--- src/rtl/irq_agg_pkg.sv ---
package irq_agg_pkg;
    localparam int unsigned DEF_SLOTS    = 8;
    localparam int unsigned DEF_LINES    = 2;
    localparam int unsigned DEF_ADDR_W   = 8;
    // first line status offset; lines follow, test register after the last line
    localparam int unsigned LINE_OFS_BASE = 1;

    typedef enum logic [1:0] {
        ACC_NONE  = 2'd0,
        ACC_LINE  = 2'd1,
        ACC_TEST  = 2'd2
    } acc_kind_e;
endpackage

--- src/rtl/irq_line_collect.sv ---
module irq_line_collect #(
    parameter int unsigned           NUM_SLOTS = 8,
    parameter logic [NUM_SLOTS-1:0]  SLOT_POP  = 8'h3F
) (
    input  logic                 clk,
    input  logic                 rst_n,
    input  logic [NUM_SLOTS-1:0] req_i,
    input  logic [NUM_SLOTS-1:0] force_i,
    output logic [NUM_SLOTS-1:0] status_o,
    output logic                 irq_n_o
);
    typedef struct packed {
        logic [NUM_SLOTS-1:0] status;
        logic                 irq_n;
    } line_state_t;

    line_state_t st_d, st_q;
    logic [NUM_SLOTS-1:0] gathered;

    always_comb begin
        gathered     = (req_i | force_i) & SLOT_POP;
        st_d         = st_q;
        st_d.status  = gathered;
        st_d.irq_n   = ~(|gathered);
    end

    always_ff @(posedge clk or negedge rst_n) begin
        if (!rst_n) begin
            st_q.status <= '0;
            st_q.irq_n  <= 1'b1;
        end else begin
            st_q <= st_d;
        end
    end

    assign status_o = st_q.status;
    assign irq_n_o  = st_q.irq_n;

    AST_NO_MASK: assert property (@(posedge clk) disable iff (!rst_n)
        1'b1 |=> (($past(req_i) & SLOT_POP & ~status_o) == '0));
    AST_REQ_LOWERS_PIN: assert property (@(posedge clk) disable iff (!rst_n)
        ((req_i & SLOT_POP) != '0) |=> !irq_n_o);
    AST_IDLE_PIN_HIGH: assert property (@(posedge clk) disable iff (!rst_n)
        (((req_i | force_i) & SLOT_POP) == '0) |=> irq_n_o);
endmodule

--- src/rtl/irq_test_reg.sv ---
module irq_test_reg #(
    parameter int unsigned           NUM_SLOTS = 8,
    parameter logic [NUM_SLOTS-1:0]  SLOT_POP  = 8'h3F
) (
    input  logic                 clk,
    input  logic                 rst_n,
    input  logic                 wr_en_i,
    input  logic [NUM_SLOTS-1:0] wdata_i,
    output logic [NUM_SLOTS-1:0] test_o
);
    typedef struct packed {
        logic [NUM_SLOTS-1:0] force_bits;
    } test_state_t;

    test_state_t ts_d, ts_q;

    always_comb begin
        ts_d = ts_q;
        if (wr_en_i) begin
            ts_d.force_bits = wdata_i & SLOT_POP;
        end
    end

    always_ff @(posedge clk or negedge rst_n) begin
        if (!rst_n) begin
            ts_q <= '0;
        end else begin
            ts_q <= ts_d;
        end
    end

    assign test_o = ts_q.force_bits;

    AST_TEST_CAPTURE: assert property (@(posedge clk) disable iff (!rst_n)
        wr_en_i |=> (test_o == ($past(wdata_i) & SLOT_POP)));
    AST_TEST_HOLD: assert property (@(posedge clk) disable iff (!rst_n)
        !wr_en_i |=> $stable(test_o));
endmodule

--- src/rtl/irq_reg_port.sv ---
module irq_reg_port
    import irq_agg_pkg::*;
#(
    parameter int unsigned NUM_SLOTS = 8,
    parameter int unsigned NUM_LINES = 2,
    parameter int unsigned ADDR_W    = 8
) (
    input  logic                           clk,
    input  logic                           rst_n,
    input  logic [ADDR_W-1:0]              addr_i,
    input  logic                           wr_i,
    input  logic                           rd_i,
    input  logic [NUM_LINES*NUM_SLOTS-1:0] status_i,
    input  logic [NUM_SLOTS-1:0]           test_i,
    output logic                           test_wr_o,
    output logic [NUM_SLOTS-1:0]           rdata_o
);
    localparam int unsigned TEST_OFS = LINE_OFS_BASE + NUM_LINES;
    localparam int unsigned LINE_IDX_W = (NUM_LINES > 1) ? $clog2(NUM_LINES) : 1;

    typedef struct packed {
        logic [NUM_SLOTS-1:0] rdata;
    } port_state_t;

    port_state_t ps_d, ps_q;
    acc_kind_e             kind;
    logic [LINE_IDX_W-1:0] line_idx;
    logic [NUM_SLOTS-1:0]  line_word [NUM_LINES];

    genvar g;
    generate
        for (g = 0; g < NUM_LINES; g++) begin : g_split
            assign line_word[g] = status_i[g*NUM_SLOTS +: NUM_SLOTS];
        end
    endgenerate

    always_comb begin
        kind     = ACC_NONE;
        line_idx = '0;
        for (int i = 0; i < NUM_LINES; i++) begin
            if (addr_i == ADDR_W'(LINE_OFS_BASE + i)) begin
                kind     = ACC_LINE;
                line_idx = LINE_IDX_W'(i);
            end
        end
        if (addr_i == ADDR_W'(TEST_OFS)) begin
            kind = ACC_TEST;
        end
    end

    always_comb begin
        ps_d = ps_q;
        if (rd_i) begin
            unique case (kind)
                ACC_LINE: ps_d.rdata = line_word[line_idx];
                ACC_TEST: ps_d.rdata = test_i;
                default:  ps_d.rdata = '0;
            endcase
        end
    end

    assign test_wr_o = wr_i && (kind == ACC_TEST);

    always_ff @(posedge clk or negedge rst_n) begin
        if (!rst_n) begin
            ps_q <= '0;
        end else begin
            ps_q <= ps_d;
        end
    end

    assign rdata_o = ps_q.rdata;

    AST_UNKNOWN_READ_ZERO: assert property (@(posedge clk) disable iff (!rst_n)
        (rd_i && (kind == ACC_NONE)) |=> (rdata_o == '0));
    AST_RDATA_HOLD: assert property (@(posedge clk) disable iff (!rst_n)
        !rd_i |=> $stable(rdata_o));
endmodule

--- src/rtl/irq_primary_agg.sv ---
module irq_primary_agg
    import irq_agg_pkg::*;
#(
    parameter int unsigned           NUM_SLOTS = DEF_SLOTS,
    parameter int unsigned           ADDR_W    = DEF_ADDR_W,
    parameter logic [NUM_SLOTS-1:0]  SLOT_POP  = 8'h3F
) (
    input  logic                 clk,
    input  logic                 rst_n,
    input  logic [NUM_SLOTS-1:0] line0_req_i,
    input  logic [NUM_SLOTS-1:0] line1_req_i,
    input  logic [ADDR_W-1:0]    reg_addr_i,
    input  logic                 reg_wr_i,
    input  logic                 reg_rd_i,
    input  logic [NUM_SLOTS-1:0] reg_wdata_i,
    output logic [NUM_SLOTS-1:0] reg_rdata_o,
    output logic                 irq_line0_n_o,
    output logic                 irq_line1_n_o
);
    localparam int unsigned NUM_LINES = DEF_LINES;

    logic [NUM_SLOTS-1:0]           req_vec  [NUM_LINES];
    logic [NUM_LINES*NUM_SLOTS-1:0] status_flat;
    logic [NUM_LINES-1:0]           pin_n;
    logic [NUM_SLOTS-1:0]           test_bits;
    logic                           test_wr;

    assign req_vec[0] = line0_req_i;
    assign req_vec[1] = line1_req_i;

    genvar l;
    generate
        for (l = 0; l < NUM_LINES; l++) begin : g_line
            irq_line_collect #(
                .NUM_SLOTS (NUM_SLOTS),
                .SLOT_POP  (SLOT_POP)
            ) u_line (
                .clk      (clk),
                .rst_n    (rst_n),
                .req_i    (req_vec[l]),
                .force_i  (test_bits),
                .status_o (status_flat[l*NUM_SLOTS +: NUM_SLOTS]),
                .irq_n_o  (pin_n[l])
            );
        end
    endgenerate

    irq_test_reg #(
        .NUM_SLOTS (NUM_SLOTS),
        .SLOT_POP  (SLOT_POP)
    ) u_test (
        .clk     (clk),
        .rst_n   (rst_n),
        .wr_en_i (test_wr),
        .wdata_i (reg_wdata_i),
        .test_o  (test_bits)
    );

    irq_reg_port #(
        .NUM_SLOTS (NUM_SLOTS),
        .NUM_LINES (NUM_LINES),
        .ADDR_W    (ADDR_W)
    ) u_port (
        .clk       (clk),
        .rst_n     (rst_n),
        .addr_i    (reg_addr_i),
        .wr_i      (reg_wr_i),
        .rd_i      (reg_rd_i),
        .status_i  (status_flat),
        .test_i    (test_bits),
        .test_wr_o (test_wr),
        .rdata_o   (reg_rdata_o)
    );

    assign irq_line0_n_o = pin_n[0];
    assign irq_line1_n_o = pin_n[1];

    AST_UNPOP_STATUS_ZERO: assert property (@(posedge clk) disable iff (!rst_n)
        ((status_flat & {NUM_LINES{~SLOT_POP}}) == '0));
    AST_LINE_ISOLATION: assert property (@(posedge clk) disable iff (!rst_n)
        ((line0_req_i == '0) && (test_bits == '0)) |=> irq_line0_n_o);
endmodule

--- config.mk ---
export PLATFORM = sky130hd
export DESIGN_NAME = irq_primary_agg
export DESIGN_NICKNAME = d
export VERILOG_FILES = /design/src/rtl/irq_agg_pkg.sv /design/src/rtl/irq_line_collect.sv /design/src/rtl/irq_test_reg.sv /design/src/rtl/irq_reg_port.sv /design/src/rtl/irq_primary_agg.sv
export SDC_FILE = /design/constraint.sdc
export NUM_CORES = 1
export LEC_CHECK = 0
export BUFFER_PORTS_ARGS = -buffer_cell sky130_fd_sc_hd__clkbuf_2
export CORE_MARGIN = 2
export CORE_UTILIZATION = 49
export CTS_CLUSTER_SIZE = 30
export DETAILED_ROUTE_END_ITERATION = 8
export PLACE_DENSITY_LB_ADDON = 0.08
export SLEW_MARGIN = 20
export SYNTH_ARGS = -nofsm -noshare
export SYNTH_HDL_FRONTEND = slang
export SYNTH_SLANG_ARGS = --single-unit
--- constraint.sdc ---
create_clock -name clk -period 4.05 [get_ports clk]
set_clock_uncertainty 0.15 [all_clocks]
set_input_delay 0.81 -clock clk [delete_from_list [all_inputs] [get_ports clk]]
set_output_delay 0.81 -clock clk [all_outputs]
set_load 0.03 [all_outputs]
# [Yosys cells after proc, flatten, opt, wreduce, memory -nomap -nowiden]
# Index checks and enable logic that the tools add are counted.
# Widths: inputs -> output; s select.
[op_classes] magnitude_cmp=1 n_eq_ne=5 muxes=8 n_bitwise=5 n_reduce_logical=3
[op_table] op="$eq 8x2->1 const B" n=2
[op_table] op="$mux 8" n=2
[op_table] op="$pmux 8 s2" n=1
[op_table] op="$or 6x6->6" n=2
[op_table] op="$reduce_or 6->1" n=2
[op_table] op="$eq 8x1->1 const B" n=1
[op_table] op="$mux 6" n=1
[op_table] op="$mux 2" n=2
[op_table] op="$eq 2x1->1 const B" n=1
[op_table] op="$eq 2x2->1 const B" n=1
[op_table] op="$ge 2x2->1 const B" n=1
[op_table] op="$mux 1" n=2
[op_table] op="$not 1->1" n=2
[op_table] op="$not 1->2" n=1
[op_table] op="$logic_and 1x1->1" n=1
[word_totals] ff_bits=28 input_bits=36 output_inout_bits=10 wordCells=28

# [Depth between registers and ports, before layout]
# Gate-level depths: netlist (run 1).
[depth] word_depth=7 ltp_mapped=4 ltp_nobuf=3

# [By module]
# From an unflattened synthesis (run 1), not the netlist that was laid out.
[hier_totals] cells_unflattened=104 area_unflattened_um2=1332.5
[modules_own_cells] module="irq_reg_port" n_inst=1 cells_per_inst=50 area_per_inst_um2=534.3 seq_area_each_um2=200.2
[modules_own_cells] module="irq_line_collect" n_inst=2 cells_per_inst=19 area_per_inst_um2=264.0 seq_area_each_um2=176.4
[modules_own_cells] module="irq_test_reg" n_inst=1 cells_per_inst=16 area_per_inst_um2=270.3 seq_area_each_um2=150.1

# [Worst setup path after synthesis (run 1)]
# No wires, ideal clock.
[synth_timing] path_type="input -> register" startpoint="input port reg_addr_i[5]" endpoint="register u_test.ts_q, in the netlist u_test.test_o[4]" setup_time_ps=128 t_arrival_ps=1633 required_time_ps=3772 slack_ps=2139 path_stages=3 path_buffers=0 path_cell_list="nor4_2 -> nand3_2 -> mux2_1"
[synth_between] elab_chain_len=6 word_cells_on_any_way=8 cone_classes="4 x eq/ne; 3 x mux; 1 x reduce/logical"
[synth_rtl] item="from (decl)" line="irq_primary_agg.sv:12" rtl="input logic [ADDR_W-1:0] reg_addr_i,"
[synth_rtl] item="$eq 8x1->1" line="irq_reg_port.sv:41" rtl="if (addr_i == ADDR_W'(LINE_OFS_BASE + i)) begin"
[synth_rtl] item="$mux 1" line="irq_reg_port.sv:41"
[synth_rtl] item="$mux 2" line="irq_reg_port.sv:41"
[synth_rtl] item="$mux 2 (*)" line="irq_reg_port.sv:46" rtl="if (addr_i == ADDR_W'(TEST_OFS)) begin"
[synth_rtl] item="$eq 2x2->1 (*)" line="irq_reg_port.sv:62" rtl="assign test_wr_o = wr_i && (kind == ACC_TEST);"
[synth_rtl] item="$logic_and 1x1->1 (*)" line="irq_reg_port.sv:62"
[synth_rtl] item="to (signal assigned)" line="irq_test_reg.sv:28" rtl="ts_q <= ts_d;"
[synth_rtl] item="to (decl)" line="irq_test_reg.sv:15" rtl="test_state_t ts_d, ts_q;"
# Every way passes the cells marked *; elsewhere a longest branch is shown, timed or not.
# A chain may end at the register's enable or synchronous reset.

# [Final worst setup path (run 1)]
[layout_timing] startpoint="register g_line[1].u_line.st_q, in the netlist g_line[1].u_line.irq_n_o" endpoint="output port irq_line1_n_o"
[layout_lines] item="from (decl)" line="irq_line_collect.sv:17" rtl="line_state_t st_d, st_q;"
[layout_lines] item="from (signal assigned)" line="irq_line_collect.sv:32" rtl="st_q <= st_d;"
[layout_lines] item="to (decl)" line="irq_primary_agg.sv:18" rtl="output logic irq_line1_n_o"
# No word-level cell between the ends.

==> results of run 1 <==
## how the worst min path moves through the flow
stage,from,cells after the start,slack [ns],end
4_1_cts,rst_n,1,0.34,u_port.rdata_o[4]$_DFFE_PN0P_
3_5_place_dp,u_test.test_o[2]$_DFFE_PN0P_,1,0.37,g_line[0].u_line.status_o[2]$_DFF_PN0_
5_1_grt,rst_n,1,0.37,u_port.rdata_o[3]$_DFFE_PN0P_
3_3_place_gp,u_test.test_o[2]$_DFFE_PN0P_,1,0.36,g_line[0].u_line.status_o[2]$_DFF_PN0_
2_1_floorplan,u_test.test_o[5]$_DFFE_PN0P_,1,0.32,g_line[0].u_line.status_o[5]$_DFF_PN0_
6_report,rst_n,1,0.33,g_line[0].u_line.status_o[2]$_DFF_PN0_
## flip-flops by register name (all words and copies together), names as in the netlist
signal,cells
u_test.test_o,6
g_line.u_line.irq_n_o,2
u_port.rdata_o,6
g_line.u_line.status_o,12
## layout make-up
cell class                 count  area share
timing repair buffer          37       0.141
tap                           27      0.0258
inverter                       6      0.0172
sequential                    26       0.499
multi-input combinational     48       0.289
clock buffer                   4      0.0277
## metrics by stage
| step | instance area, sq um | utilization | power [uW] | hold WS (ns) | cells |
|---|---|---|---|---|---|
| after floorplan | 1080 | - | 305 | 0.322 | 84 |
| after global placement | 1270 | 0.630 | 326 | 0.355 | 144 |
| after detailed placement | 1270 | 0.630 | 329 | 0.368 | 144 |
| after CTS | 1310 | 0.648 | 457 | 0.337 | 148 |
| after global routing | 1310 | 0.648 | 476 | 0.369 | 148 |
| final | 1310 | 0.648 | 451 | 0.332 | 148 |
## worst reg2reg max path, cell delays in order, from the launching register on
cell	delay, ns
dfrtp_1	0.43
or2_1	0.24
or4_1	0.54
nor3_2	0.15
## power breakdown
group	switching, uW	internal [uW]
clock network	73.0	55.0
logic	25.0	24.5
registers	4.38	269
total	102	348
## kinds of logic (layout without fill, tap and decap cells)
group                  count (synthesis)  in the layout  share of synthesized area
muxes                                 12             12                      0.126
and+or+nand+nor                       22             22                      0.143
AOI/OAI and AO/OA                     12             12                     0.0767
DFF                                   26             26                      0.607
buffers and inverters                 10             47                     0.0442
other                                  1              2                    0.00349
## cells in the mapped netlist, drive strengths merged
cell    instances  area, sq um
or2            12         75.1
dfstp           2         52.6
nor2b           1         6.26
dfrtp          24          601
o22ai           6         37.5
and3            1         6.26
clkbuf          1         5.00
a22oi           6         45.0
nor2            1         3.75
buf             3         20.0
inv             6         22.5
conb            1         3.75
nor4            1         12.5
mux2           12          135
nor3            2         20.0
or4             2         15.0
nand3           2         15.0
## metal layers
layer / track usage / vias up / wire (microns)
met3: 0.0205 / 4 / 110
li1: - / 361 / -
met5: 0 / - / 0
met1: 0.211 / 351 / 784
met4: 0.0946 / 0 / 29
met2: 0.340 / 32 / 1050
==> impl_metrics.json, run 1 <==
{
  "hp-class": "input port to asynchronous set/reset pin",
  "grt_max_degree": 27,
  "cts_made_buffers": 3,
  "clk_latency_ns": 0.32,
  "slew-limit-headroom": 0.581,
  "nets": 158,
  "grt_overflow_total": 0,
  "drt_pass1_iterations": 4,
  "synth_cells": 83,
  "drv_slew": 0,
  "postSynthRegisterBits": 26,
  "worstSetupPathType": "flop to output port",
  "row_count": 16,
  "cts.sinks": 26,
  "critPathCaptureType": "output port",
  "synth.distinct_cells": 21,
  "irDropWorstVdd_uv": 249,
  "seq_area_frac_synth": 0.607,
  "setup_ws_ns": 2.04,
  "critPathTopFamily": "flip-flops",
  "syn_area_sq_mm": 0.00108,
  "seq_area_sq_um": 653,
  "drv_cap": 0,
  "clock.fmax_ghz": 0.497,
  "hold_viol_final": 0,
  "dpl_worst_slack_ns": 1.93,
  "period_share": 0.497,
  "path_depth": 1,
  "h-tree-depth": 1,
  "crit_chain": "clkbuf_2",
  "finalSetupViolations": 0,
  "coreArea_sq_mm": 0.00202,
  "wl_per_cell_microns": 13.3,
  "p_leak_uw": 0.000652,
  "routed_wl_mm": 1.97,
  "path_buf_inv": 1,
  "drive_gt1_frac": 0.521,
  "num_io_pins": 46,
  "grt_pass1_wl_mm": 3.39,
  "cts_setup_buffers": 0,
  "crit_arrival_ns": 1.05,
  "final_common_cell": "clkbuf_2",
  "path_clk_slew_ns": 0.13,
  "start_util": 0.532,
  "syn2layout_area_growth_pct": 21.7,
  "clockBufferDepth": 2,
  "r2r_slack_ns": 2.48,
  "powerDensity_mw_per_mm2": 344,
  "antenna_found_initial": 0,
  "cp-endpoint": "irq_line1_n_o",
  "fin_tns_setup_ns": 0,
  "status": "finished clean",
  "die_h_microns": 50.9,
  "r2r-end": "g_line[1].u_line.irq_n_o$_DFF_PN1_",
  "antenna_left": 0,
  "timing.rr.start": "u_test.test_o[2]$_DFFE_PN0P_",
  "hold_buffers": 0,
  "min_period_ns": 2.01,
  "slowest_delay_ns": 0.54,
  "nFillCells": 201,
  "grt_pass1_vias": 799,
  "multi_input_area_sq_um": 379,
  "crit_required_ns": 3.09,
  "cts_root_buf": "clkbuf_4",
  "yosysWarnings": 0,
  "cp-start-kind": "flop",
  "drcViolationCount": 0,
  "rsz0062_at_grt": "false",
  "rr_worst_depth": 3,
  "grt.total_usage": 0.185,
  "cts_tree": "done",
  "slowest_stage": "dfstp_2",
  "syn_avg_cell_area_sq_um": 13.0,
  "path_max_fanout": 1,
  "antenna_cells": 0,
  "drt-initial-drc-count": 3,
  "gp_congestion": 0.675,
  "die_area_sq_mm": 0.00259,
  "critPathLaunch": "g_line[1].u_line.irq_n_o$_DFF_PN1_",
  "final_cell_mix": "clkbuf_2 (37), dfrtp_1 (24), mux2_2 (11), or2_1 (7)",
  "tightest_slew_ns": 0.629,
  "port_buffers": 37,
  "cts_resized": 0,
  "via_per_inst": 5.05,
  "die_x_microns": 50.9,
  "num_vias": 748
}
No activity file was read; power rests on OpenSTA's default activity.
==> run 2, diff against run 1 <==
--- a/config.mk
+++ b/config.mk
@@ -7,7 +7,7 @@
 export LEC_CHECK = 0
 export BUFFER_PORTS_ARGS = -buffer_cell sky130_fd_sc_hd__clkbuf_2
 export CORE_MARGIN = 2
-export CORE_UTILIZATION = 49
+export CORE_UTILIZATION = 46
 export CTS_CLUSTER_SIZE = 30
 export DETAILED_ROUTE_END_ITERATION = 8
 export PLACE_DENSITY_LB_ADDON = 0.08
==> constraint.sdc (replaced) <==
create_clock -name clk -period 2.05 [get_ports clk]
set_clock_uncertainty 0.15 [all_clocks]
set_input_delay 0.41 -clock clk [delete_from_list [all_inputs] [get_ports clk]]
set_output_delay 0.41 -clock clk [all_outputs]
set_load 0.03 [all_outputs]
==> run 2 against run 1 <==
  * Flip-flop and latch count unchanged
  * Power up 90%
  * Sequential share of layout area about the same
  * Utilization is 5.5 points lower
  * Hold slack got worse by 0.20 ns
  * Combinational power is 97% higher
  * Worst setup slack got worse by 1.6 ns
  * Count of clock-buffer cells in the layout did not move
==> impl_metrics.json, run 2 (synthesis results as in run 1) <==
{
  "fin_tns_setup_ns": 0,
  "drive_gt1_frac": 0.508,
  "antenna_left": 0,
  "num_io_pins": 46,
  "powerDensity_mw_per_mm2": 653,
  "tightest_slew_ns": 0.630,
  "hp-class": "input port to flop",
  "p_sw_frac": 0.232,
  "finalSetupViolations": 0,
  "h-tree-depth": 1,
  "largest_reg_flops": 12,
  "grt_pass1_vias": 736,
  "via_per_inst": 4.91,
  "drv_cap": 0,
  "critPathCaptureType": "output port",
  "final_cell_mix": "clkbuf_2 (37), dfrtp_1 (24), mux2_2 (11), or2_1 (7)",
  "clk_latency_ns": 0.31,
  "path_max_fanout": 1,
  "die_x_microns": 52.4,
  "antenna_found_initial": 0,
  "crit_arrival_ns": 1.04,
  "seqPwrFrac": 0.631,
  "num_vias": 737,
  "worstSetupPathType": "flop to output port",
  "cts_resized": 0,
  "cts_made_buffers": 3,
  "dp_hpwl_mm": 1.45,
  "nets": 159,
  "p_int_uw": 657,
  "grt_pass1_wl_mm": 3.13,
  "status": "finished clean",
  "path_buf_inv": 1,
  "drcViolationCount": 0,
  "coreArea_sq_mm": 0.00221,
  "start_util": 0.486,
  "crit_required_ns": 1.49,
  "antenna_cells": 0,
  "die_area_sq_mm": 0.00274,
  "cp-start-kind": "flop",
  "cts.sinks": 26,
  "cts_root_buf": "clkbuf_4",
  "path_clk_slew_ns": 0.13,
  "clock.fmax_ghz": 0.624,
  "min_period_ns": 1.60,
  "clockBufferDepth": 2,
  "irDropWorstVdd_uv": 526,
  "port_buffers": 37,
  "gp_congestion": 0.653,
  "routed_wl_mm": 1.91,
  "drt-initial-drc-count": 2,
  "slew-limit-headroom": 0.580,
  "period_share": 0.782,
  "crit_chain": "clkbuf_2",
  "hold_viol_final": 0,
  "die_h_microns": 52.4,
  "row_count": 17,
  "wl_per_cell_microns": 12.7,
  "cts_tree": "done",
  "drt_pass1_iterations": 4,
  "total_power_uw": 856,
  "syn2layout_area_growth_pct": 21.9,
  "slowest_stage": "dfstp_2",
  "critPathTopFamily": "flip-flops",
  "final_common_cell": "clkbuf_2",
  "slowest_delay_ns": 0.54,
  "drv_slew": 0,
  "grt.total_usage": 0.163,
  "rsz0062_at_grt": "false",
  "grt_overflow_total": 0,
  "clkPwrFrac": 0.255,
  "p_sw_uw": 199,
  "grt_max_degree": 27,
  "pwr-share-comb": 0.114,
  "p_leak_uw": 0.000650
}
==> run 2: cell count changes in the layout (fill, tap and decap cells not counted), sizes merged <==
cell         delta
dlygate4sd3     +1
==> run 2: cell type report <==
class,count,area (sq um)
flip-flops and latches,26,653
well taps,28,35.0
inverters,6,22.5
repair buffers,38,195
fillers,209,901
clock buffers,4,26.3
multi-input cells,48,379
==> run 2: power by group through the flow <==
| stage | Combinational, uW | Clock (uW) | Sequential, uW |
|---|---|---|---|
| final | 97.4 | 219 | 540 |
| after global routing | 111 | 246 | 542 |
| after CTS | 99.6 | 225 | 540 |
| after detailed placement | 97.6 | 0 | 550 |
| after global placement | 96.0 | 0 | 548 |
| after floorplan | 54.3 | 0 | 549 |
==> run 2: worst paths after layout <==
kind	startpoint	slack (ns)	cells after the start	to
worst max register to register	u_test.test_o[2]$_DFFE_PN0P_	0.48	3	g_line[0].u_line.irq_n_o$_DFF_PN1_
worst max-delay path	g_line[1].u_line.irq_n_o$_DFF_PN1_	0.45	1	irq_line1_n_o
worst min-delay path	line1_req_i[5]	0.14	2	g_line[1].u_line.status_o[5]$_DFF_PN0_
min in group asynchronous	rst_n	0.48	2	u_port.rdata_o[3]$_DFFE_PN0P_
max in group asynchronous	rst_n	0.87	2	u_test.test_o[0]$_DFFE_PN0P_
worst min register to register	u_port.rdata_o[5]$_DFFE_PN0P_	0.38	2	u_port.rdata_o[5]$_DFFE_PN0P_
==> run 2: per-stage QoR <==
stage / worst slack [ns] / cell area [sq um] / std cells / utilization / hold slack, ns
after global routing: 0.409 / 1310 / 150 / 0.593 / 0.121
after detailed placement: 0.326 / 1270 / 145 / 0.576 / 0.312
after floorplan: 0.539 / 1080 / 84 / - / -0.0356
after global placement: 0.322 / 1270 / 145 / 0.576 / 0.307
final: 0.448 / 1310 / 150 / 0.593 / 0.135
after CTS: 0.440 / 1310 / 150 / 0.593 / 0.123
==> run 2: timing repair <==
item,4_1_cts,5_1_grt
hold endpoints to repair,24,0
buffers inserted,0,0
hold buffers,1,0
==> run 2: layer usage <==
layer	track usage	share of wire	vias to the layer above
li1	-	-	365
met1	0.191	0.43	343
met2	0.279	0.49	27
met3	0.0371	0.065	2
met4	0.0769	0.0089	0
met5	0	0	-
==> run 3, diff against run 2 <==
--- a/config.mk
+++ b/config.mk
@@ -7,7 +7,7 @@
 export LEC_CHECK = 0
 export BUFFER_PORTS_ARGS = -buffer_cell sky130_fd_sc_hd__clkbuf_2
 export CORE_MARGIN = 2
-export CORE_UTILIZATION = 46
+export CORE_UTILIZATION = 41
 export CTS_CLUSTER_SIZE = 30
 export DETAILED_ROUTE_END_ITERATION = 8
 export PLACE_DENSITY_LB_ADDON = 0.08
==> constraint.sdc (replaced) <==
create_clock -name clk -period 1.4 [get_ports clk]
set_clock_uncertainty 0.15 [all_clocks]
set_input_delay 0.28 -clock clk [delete_from_list [all_inputs] [get_ports clk]]
set_output_delay 0.28 -clock clk [all_outputs]
set_load 0.03 [all_outputs]
==> run 3 against run 2 <==
  * The run now ends with setup timing left
  * Sequential share of layout area fell by 2.7 points
  * Cell count up 4.0%
  * Worst setup slack worse by 0.58 ns
  * First-iteration DRC count rose to 3.0 times the previous value
  * Count of clock-buffer cells in the layout unchanged
  * Critical endpoint is now g_line[1].u_line.irq_n_o$_DFF_PN1_
  * Largest cell class unchanged
  * Highest routed layer unchanged
==> impl_metrics.json, run 3 (synthesis results as in run 1) <==
{
  "hp-class": "input port to flop",
  "die_area_sq_mm": 0.00305,
  "violations": "setup timing",
  "cp-start-kind": "flop",
  "cts_tree": "done",
  "clockBufferDepth": 2,
  "coreArea_sq_mm": 0.00248,
  "antenna_cells": 0,
  "cts_made_buffers": 3,
  "cts.sinks": 26,
  "hold_viol_final": 0,
  "multi_input_area_sq_um": 393,
  "crit_required_ns": 1.50,
  "syn2layout_area_growth_pct": 29.0,
  "grt_pass1_wl_mm": 3.38,
  "grt_pass1_vias": 749,
  "final_common_cell": "clkbuf_2",
  "irDropWorstVdd_uv": 621,
  "grt_max_degree": 27,
  "gp_congestion": 0.681,
  "grt_overflow_total": 0,
  "nFillCells": 232,
  "powerDensity_mw_per_mm2": 953,
  "final_cell_mix": "clkbuf_2 (35), dfrtp_1 (24), mux2_2 (11), or2_1 (7)",
  "row_count": 18,
  "num_io_pins": 46,
  "path_clk_slew_ns": 0.14,
  "die_h_microns": 55.2,
  "fin_cells": 156,
  "grt.total_usage": 0.144,
  "slowest_delay_ns": 0.55,
  "num_vias": 739,
  "drcViolationCount": 0,
  "routed_wl_mm": 1.94,
  "clock.fmax_ghz": 0.654,
  "cts_root_buf": "clkbuf_4",
  "r2r_slack_ns": -0.13,
  "path_buf_inv": 0,
  "nets": 163,
  "wl_per_cell_microns": 12.4,
  "p_leak_uw": 0.000686,
  "clk_latency_ns": 0.31,
  "h-tree-depth": 1,
  "dp_cells": 151,
  "largest_reg_flops": 12,
  "critPathTopFamily": "simple AND/OR/NAND/NOR gates",
  "setup_ws_ns": -0.129,
  "seq_area_sq_um": 653,
  "finalSetupViolations": 4,
  "min_period_ns": 1.53,
  "path_max_fanout": 4,
  "drv_slew": 0,
  "worstSetupPathType": "flop to flop",
  "status": "complete, but fails checks",
  "drt-initial-drc-count": 6,
  "drt_pass1_iterations": 2,
  "via_per_inst": 4.74,
  "crit_arrival_ns": 1.63,
  "crit_chain": "or2_1, or4_4, nor3_4",
  "cts_setup_buffers": 0,
  "antenna_left": 0,
  "start_util": 0.434,
  "place_area_sq_mm": 0.00131,
  "die_x_microns": 55.2,
  "drv_cap": 0,
  "fin_area_sq_mm": 0.00139,
  "critPathCaptureType": "flop",
  "slowest_stage": "or4_4",
  "rsz0062_at_grt": "true",
  "port_buffers": 37,
  "drive_gt1_frac": 0.548,
  "total_power_uw": 1320,
  "antenna_found_initial": 0,
  "period_share": 1.09
}
==> run 3: cell types whose count changed in the layout (fill, tap and decap cells not counted), sizes merged <==
| cell | previous run | this run |
|---|---|---|
| clkbuf | 41 | 39 |
| buf | 0 | 6 |
==> run 3: power breakdown <==
| part | internal (uW) | switching [uW] |
|---|---|---|
| logic | 82.7 | 75.5 |
| registers | 778 | 11.9 |
| clock network | 159 | 215 |
==> run 3: cell type report <==
class	instances	share of cell area
sequential	26	0.471
multi-input combinational	48	0.283
timing repair buffer	42	0.177
tap	30	0.0271
clock buffer	4	0.0261
inverter	6	0.0162
==> run 3: path summary, 6_finish.rpt <==
check / from / end / cells past startpoint
setup reg to reg: u_test.test_o[2]$_DFFE_PN0P_ / g_line[1].u_line.irq_n_o$_DFF_PN1_ / 3
hold reg to reg: u_port.rdata_o[1]$_DFFE_PN0P_ / u_port.rdata_o[1]$_DFFE_PN0P_ / 2
min in group asynchronous: rst_n / u_port.rdata_o[2]$_DFFE_PN0P_ / 3
hold / removal: line1_req_i[5] / g_line[1].u_line.status_o[5]$_DFF_PN0_ / 2
setup / recovery: u_test.test_o[2]$_DFFE_PN0P_ / g_line[1].u_line.irq_n_o$_DFF_PN1_ / 3
max in group asynchronous: rst_n / g_line[0].u_line.irq_n_o$_DFF_PN1_ / 3
==> run 3: metrics by stage <==
stage                     setup WS, ns  hold slack (ns)  setup TNS [ns]   util
after floorplan                -0.0413           -0.166         -0.0826      -
after global placement          -0.197            0.136           -1.26  0.528
after detailed placement        -0.203            0.140           -1.35  0.528
after CTS                       -0.149         -0.00709          -0.397  0.557
after global routing            -0.189          0.00693          -0.519  0.560
final                           -0.129          0.00159          -0.290  0.560
==> run 3: repair_timing <==
action,CTS,global route
hold endpoints to repair,25,0
hold buffers,1,0
gates resized for setup,6,3
setup endpoints to repair,4,4
pin swaps,2,2
==> run 3: metal layers <==
metal / wire length (microns) / GRT usage / vias up
li1: - / - / 372
met1: 831 / 0.190 / 338
met2: 938 / 0.221 / 27
met3: 144 / 0.0328 / 2
met4: 21 / 0.0732 / 0
met5: 0 / 0 / -
